--- config.mk ---
export PLATFORM = sky130hd
export DESIGN_NAME = wide_bus_exchanger
export DESIGN_NICKNAME = d
export VERILOG_FILES = /design/src/rtl/xchg_pkg.sv /design/src/rtl/xchg_pipe.sv /design/src/rtl/xchg_b2a.sv /design/src/rtl/xchg_oe.sv /design/src/rtl/wide_bus_exchanger.sv
export SDC_FILE = /design/constraint.sdc
export NUM_CORES = 1
export LEC_CHECK = 0
export ABC_AREA = 1
export CAP_MARGIN = 15
export CORE_MARGIN = 10
export CORE_UTILIZATION = 56
export DETAILED_ROUTE_END_ITERATION = 16
export DONT_BUFFER_PORTS = 1
export PLACE_DENSITY_LB_ADDON = 0.25
export SYNTH_ARGS = -nofsm -noshare
export SYNTH_HDL_FRONTEND = slang
export SYNTH_SLANG_ARGS = --single-unit
--- constraint.sdc ---
create_clock -name clk -period 1.3 [get_ports clk]
set_clock_uncertainty 0.15 [all_clocks]
set_input_delay 0.195 -clock clk [delete_from_list [all_inputs] [get_ports clk]]
set_output_delay 0.195 -clock clk [all_outputs]
set_load 0.01 [all_outputs]
--- src/rtl/xchg_pkg.sv ---
package xchg_pkg;

  parameter int XCHG_WORD_W = 12;

  // active-low load enables of the four storage paths
  typedef struct packed {
    logic a_to_1b;
    logic a_to_2b;
    logic b1_to_a;
    logic b2_to_a;
  } xchg_en_t;

endpackage

--- src/rtl/xchg_pipe.sv ---
module xchg_pipe #(
  parameter int W     = 12,
  parameter int DEPTH = 1
) (
  input  logic         clk,
  input  logic         rst,
  input  logic         en_n,
  input  logic [W-1:0] d,
  output logic [W-1:0] q
);

  logic [W-1:0] st [DEPTH];

  always_ff @(posedge clk) begin
    if (rst) begin
      for (int i = 0; i < DEPTH; i++) st[i] <= '0;
    end else if (!en_n) begin
      st[0] <= d;
      for (int i = 1; i < DEPTH; i++) st[i] <= st[i-1];
    end
  end

  assign q = st[DEPTH-1];

endmodule

--- src/rtl/xchg_b2a.sv ---
module xchg_b2a #(
  parameter int W = 12
) (
  input  logic         clk,
  input  logic         rst,
  input  logic         en1_n,
  input  logic         en2_n,
  input  logic         sel,
  input  logic [W-1:0] b1_in,
  input  logic [W-1:0] b2_in,
  output logic [W-1:0] a_out
);

  logic [W-1:0] from1;
  logic [W-1:0] from2;
  logic         sel_q;

  xchg_pipe #(.W(W), .DEPTH(1)) i_r1 (
    .clk(clk), .rst(rst), .en_n(en1_n), .d(b1_in), .q(from1)
  );

  xchg_pipe #(.W(W), .DEPTH(1)) i_r2 (
    .clk(clk), .rst(rst), .en_n(en2_n), .d(b2_in), .q(from2)
  );

  always_ff @(posedge clk) begin
    if (rst) sel_q <= 1'b0;
    else     sel_q <= sel;
  end

  assign a_out = sel_q ? from1 : from2;

endmodule

--- src/rtl/xchg_oe.sv ---
module xchg_oe (
  input  logic clk,
  input  logic rst,
  input  logic oe_a_n,
  input  logic oe_b_n,
  output logic a_oe,
  output logic b_oe
);

  logic oea_q;
  logic oeb_q;

  always_ff @(posedge clk) begin
    if (rst) begin
      oea_q <= 1'b1;
      oeb_q <= 1'b1;
    end else begin
      oea_q <= oe_a_n;
      oeb_q <= oe_b_n;
    end
  end

  assign a_oe = ~oea_q;
  assign b_oe = ~oeb_q;

endmodule

--- src/rtl/wide_bus_exchanger.sv ---
module wide_bus_exchanger #(
  parameter int W = xchg_pkg::XCHG_WORD_W
) (
  input  logic         clk,
  input  logic         rst,
  input  logic [W-1:0] a_in,
  output logic [W-1:0] a_out,
  output logic         a_oe,
  input  logic [W-1:0] b1_in,
  output logic [W-1:0] b1_out,
  output logic         b1_oe,
  input  logic [W-1:0] b2_in,
  output logic [W-1:0] b2_out,
  output logic         b2_oe,
  input  logic         en_a1_n,
  input  logic         en_a2_n,
  input  logic         en_1b_n,
  input  logic         en_2b_n,
  input  logic         sel,
  input  logic         oe_a_n,
  input  logic         oe_b_n
);

  // the later word goes straight to 2B; the earlier one waits one more stage
  localparam int HI_DEPTH = 1;
  localparam int LO_DEPTH = HI_DEPTH + 1;

  xchg_pkg::xchg_en_t en;
  logic               b_oe;

  assign en = '{a_to_1b: en_a1_n, a_to_2b: en_a2_n,
                b1_to_a: en_1b_n, b2_to_a: en_2b_n};

  xchg_pipe #(.W(W), .DEPTH(LO_DEPTH)) i_lo (
    .clk(clk), .rst(rst), .en_n(en.a_to_1b), .d(a_in), .q(b1_out)
  );

  xchg_pipe #(.W(W), .DEPTH(HI_DEPTH)) i_hi (
    .clk(clk), .rst(rst), .en_n(en.a_to_2b), .d(a_in), .q(b2_out)
  );

  xchg_b2a #(.W(W)) i_b2a (
    .clk(clk), .rst(rst), .en1_n(en.b1_to_a), .en2_n(en.b2_to_a),
    .sel(sel), .b1_in(b1_in), .b2_in(b2_in), .a_out(a_out)
  );

  xchg_oe i_oe (
    .clk(clk), .rst(rst), .oe_a_n(oe_a_n), .oe_b_n(oe_b_n),
    .a_oe(a_oe), .b_oe(b_oe)
  );

  assign b1_oe = b_oe;
  assign b2_oe = b_oe;

endmodule

==> out/metrics.csv <==
stage,metric,value,unit
grt,top_usage_layer,met2,
floorplanning,num_rows,25,
synthesis,postSynthAreaPerCell,11.19,um2
worst_setup_path,startpoint,i_b2a.sel_q,
worst_setup_path,worstReg2RegStart,i_lo.st[0][4],
detailed_routing,dr.pass1.iters,4,
grt,track_usage,0.1345,
run_status,violations,setup timing,
cells_and_area,drive_gt1_frac,0.2456,
placed_design,numPortBuffers,0,
worst_setup_path,startpoint_type,flop,
grt,grt_pass1_wl,8618,um
sta,finalMaxSlewViolations,0,
synthesis,yosysUniqueCellTypes,16,
synthesis,synth.top_cell.area_share,0.6516,
detailed_routing,first_iter_violations,82,
cells_and_area,layout_common_cells,"edfxtp_1 (60), inv_1 (55), nor2_1 (41)",
clocking,cts_buffer_depth,2,
grt,use_met2,0.2016,
clocking,cts_tree,yes,
grt,antenna_found_initial,0,
sta,fmax,0.7265,GHz
placed_design,hpwl,3625,um
worst_setup_path,cp.arrival,1030,ps
worst_setup_path,worstPathMaxFanout,6,
clocking,clk-insertion-delay-late,330,ps
worst_setup_path,cp_data_required_time,950,ps
worst_setup_path,crit_slowest_cell,dfxtp_4,
synthesis,synth_area,0.002765,mm2
worst_setup_path,path_cells,buf_8 > nand2_2 > nand2_2,
clocking,htreeDepth,3,
floorplanning,floorplan.initialDensity,0.5816,
grt,met1_usage,0.1608,
pwr,p_per_area,1343,mW/mm2
detailed_routing,drt-vias-per-instance,4.460,
sta,fin_ws,-76.43,ps
sta,timing.final.crit_share,1.059,
grt,grt_use_met3,0.07149,
cells_and_area,area_growth,25.29,%
worst_setup_path,reg2reg_slack,410,ps
floorplanning,io_pins,84,
grt,grt_overflow,0,
worst_setup_path,reg2reg_depth,2,
floorplanning,die_w,90.27,um
floorplanning,coreArea,0.004755,mm2
grt,first_global_vias,1650,
clocking,cts_made_buffers,9,
hold_path,hold_class,input port to flop,
detailed_routing,ant_nets,0,
pwr,p_leak,1.594,nW
synthesis,synth.area.top_cells,"edfxtp_1 (65%), inv_1 (7.6%), nor2_1 (5.6%)",
hold_path,hp-start,en_1b_n,
cells_and_area,layout_commonest_cell,edfxtp_1,
pwr,finalPower,4.652,mW
sta,max-slew-margin-rel,0.6706,
cells_and_area,layout.cells.non_filler,352,
synthesis,yosysTopAreaCell,edfxtp_1,
grt,grt_max_degree,25,
detailed_routing,wl_per_cell,16.20,um
clocking,clk_pin_slew,70,ps
cells_and_area,num_antenna_cells,0,
clocking,clock_sinks,63,
sta,tightest_slew,493.0,ps
placed_design,place_congestion,0.7850,
pwr,peakVddDrop,0.7432,mV
placed_design,placed_cells,296,
worst_setup_path,timing_worst_setup_path_type,flop to output port,
synthesis,synth_nets,292,
detailed_routing,vias,1570,
worst_setup_path,critPathCaptureType,output port,
worst_setup_path,crit_buf_inv,1,
clocking,cts_root_buffer,clkbuf_8,
worst_setup_path,cp_top_family,flip-flops,
sta,hold_viol,0,
detailed_routing,wirelength,5701,um
clocking,post-cts-setup-buffer-count,0,
floorplanning,die_area,0.008149,mm2
sta,rsz0062_at_grt,true,
synthesis,netlist_instances,247,
worst_setup_path,crit_path_max_incr_delay,400,ps
synthesis,ys_seq_area_frac,0.6733,
sta,fin_crit,1376,ps
synthesis,synth_seq_cells,63,
hold_path,holdPathStages,3,
cells_and_area,nNetsFinal,326,
cells_and_area,fillCellCount,341,
sta,setup_viol,12,
placed_design,pre_cts_slack,93.67,ps
run_status,outcome,"finished, violations left",
worst_setup_path,cpMostUsedCell,nand2_2,
detailed_routing,drc,0,
hold_path,min_to,i_b2a.i_r1.st[0][4],
worst_setup_path,worst_r2r_endpoint,i_lo.st[0][16],
floorplanning,die-height,90.27,um
synthesis,synth_warnings,0,
flow_run,max_cap_violations,0,
[through the flow]
step                instance area [um2]  hold WS (ps)  utilization  TNS, ps
global placement                   2690         151.5       0.5658        0
detailed placement                 2690         149.2       0.5658        0
finish                             3465         85.99       0.7287   -798.9
CTS                                3339         71.62       0.7024   -586.6
global route                       3465         93.77       0.7287    -1176
floorplan                          2768         116.2            -        0
[area by class of cell]
cell class,count,area (um2),area share
clock buffers,9,123.9,0.03575
clock inverters,6,76.32,0.02203
inverters,57,221.5,0.06392
multi-input cells,107,650.6,0.1878
flip-flops and latches,63,1866,0.5385
well taps,67,83.83,0.02420
repair buffers,43,442.9,0.1278
[worst max path at each step]
stage,endpoint,depth (start not counted)
6_report,a_out[6],3
5_1_grt,a_out[6],3
4_1_cts,a_out[10],3
3_5_place_dp,i_b2a.i_r1.st[0][8],2
3_3_place_gp,i_b2a.i_r2.st[0][8],2
2_1_floorplan,i_lo.st[0][0],2
[layer usage]
| layer | wire length [um] | vias to the layer above | share of wire |
|---|---|---|---|
| li1 | - | 797 | - |
| met1 | 2392 | 707 | 0.42 |
| met2 | 2766 | 57 | 0.49 |
| met3 | 483 | 9 | 0.085 |
| met4 | 59 | 0 | 0.010 |
| met5 | 0 | - | 0 |
[power breakdown]
group	internal, mW	switching [mW]	total [mW]
Clock	1.05	0.693	1.74
Combinational	0.174	0.249	0.423
Sequential	2.39	0.0997	2.49
Total	3.61	1.04	4.65
[sequential cells by signal (all words and copies together), names as in the netlist]
register,flops
i_lo.st,24
i_b2a.i_r1.st,12
i_b2a.i_r2.st,12
i_hi.st,12
i_b2a.sel_q,1
i_oe.oea_q,1
i_oe.oeb_q,1
[Yosys cell counts (all sizes together)]
library cell	number
nor2	61
edfxtp	60
inv	57
nand2	44
buf	20
dfxtp	3
or2	2
[logic make-up after synthesis]
kind of cell,count (synthesis),share of synthesized area
buffers and inverters,77,0.1421
flip-flops,63,0.6733
AND/OR/NAND/NOR,107,0.1846
[what timing repair did]
action                                  in CTS  in global routing
cloned                                       1                  0
endpoints found under the hold margin       51                  0
endpoints found under the setup margin      12                 12
pin swaps                                    7                 13
resized for setup                           18                 33
hold buffers                                40                  0
[worst register-to-register path, delay by kind of cell, from the launching register on]
| kind | cells | cell delay [ps] |
|---|---|---|
| DFF | 1 | 370 |
| and+or+nand+nor | 1 | 40 |
| buffers and inverters | 1 | 80 |
(Power assumes the default switching activity.)
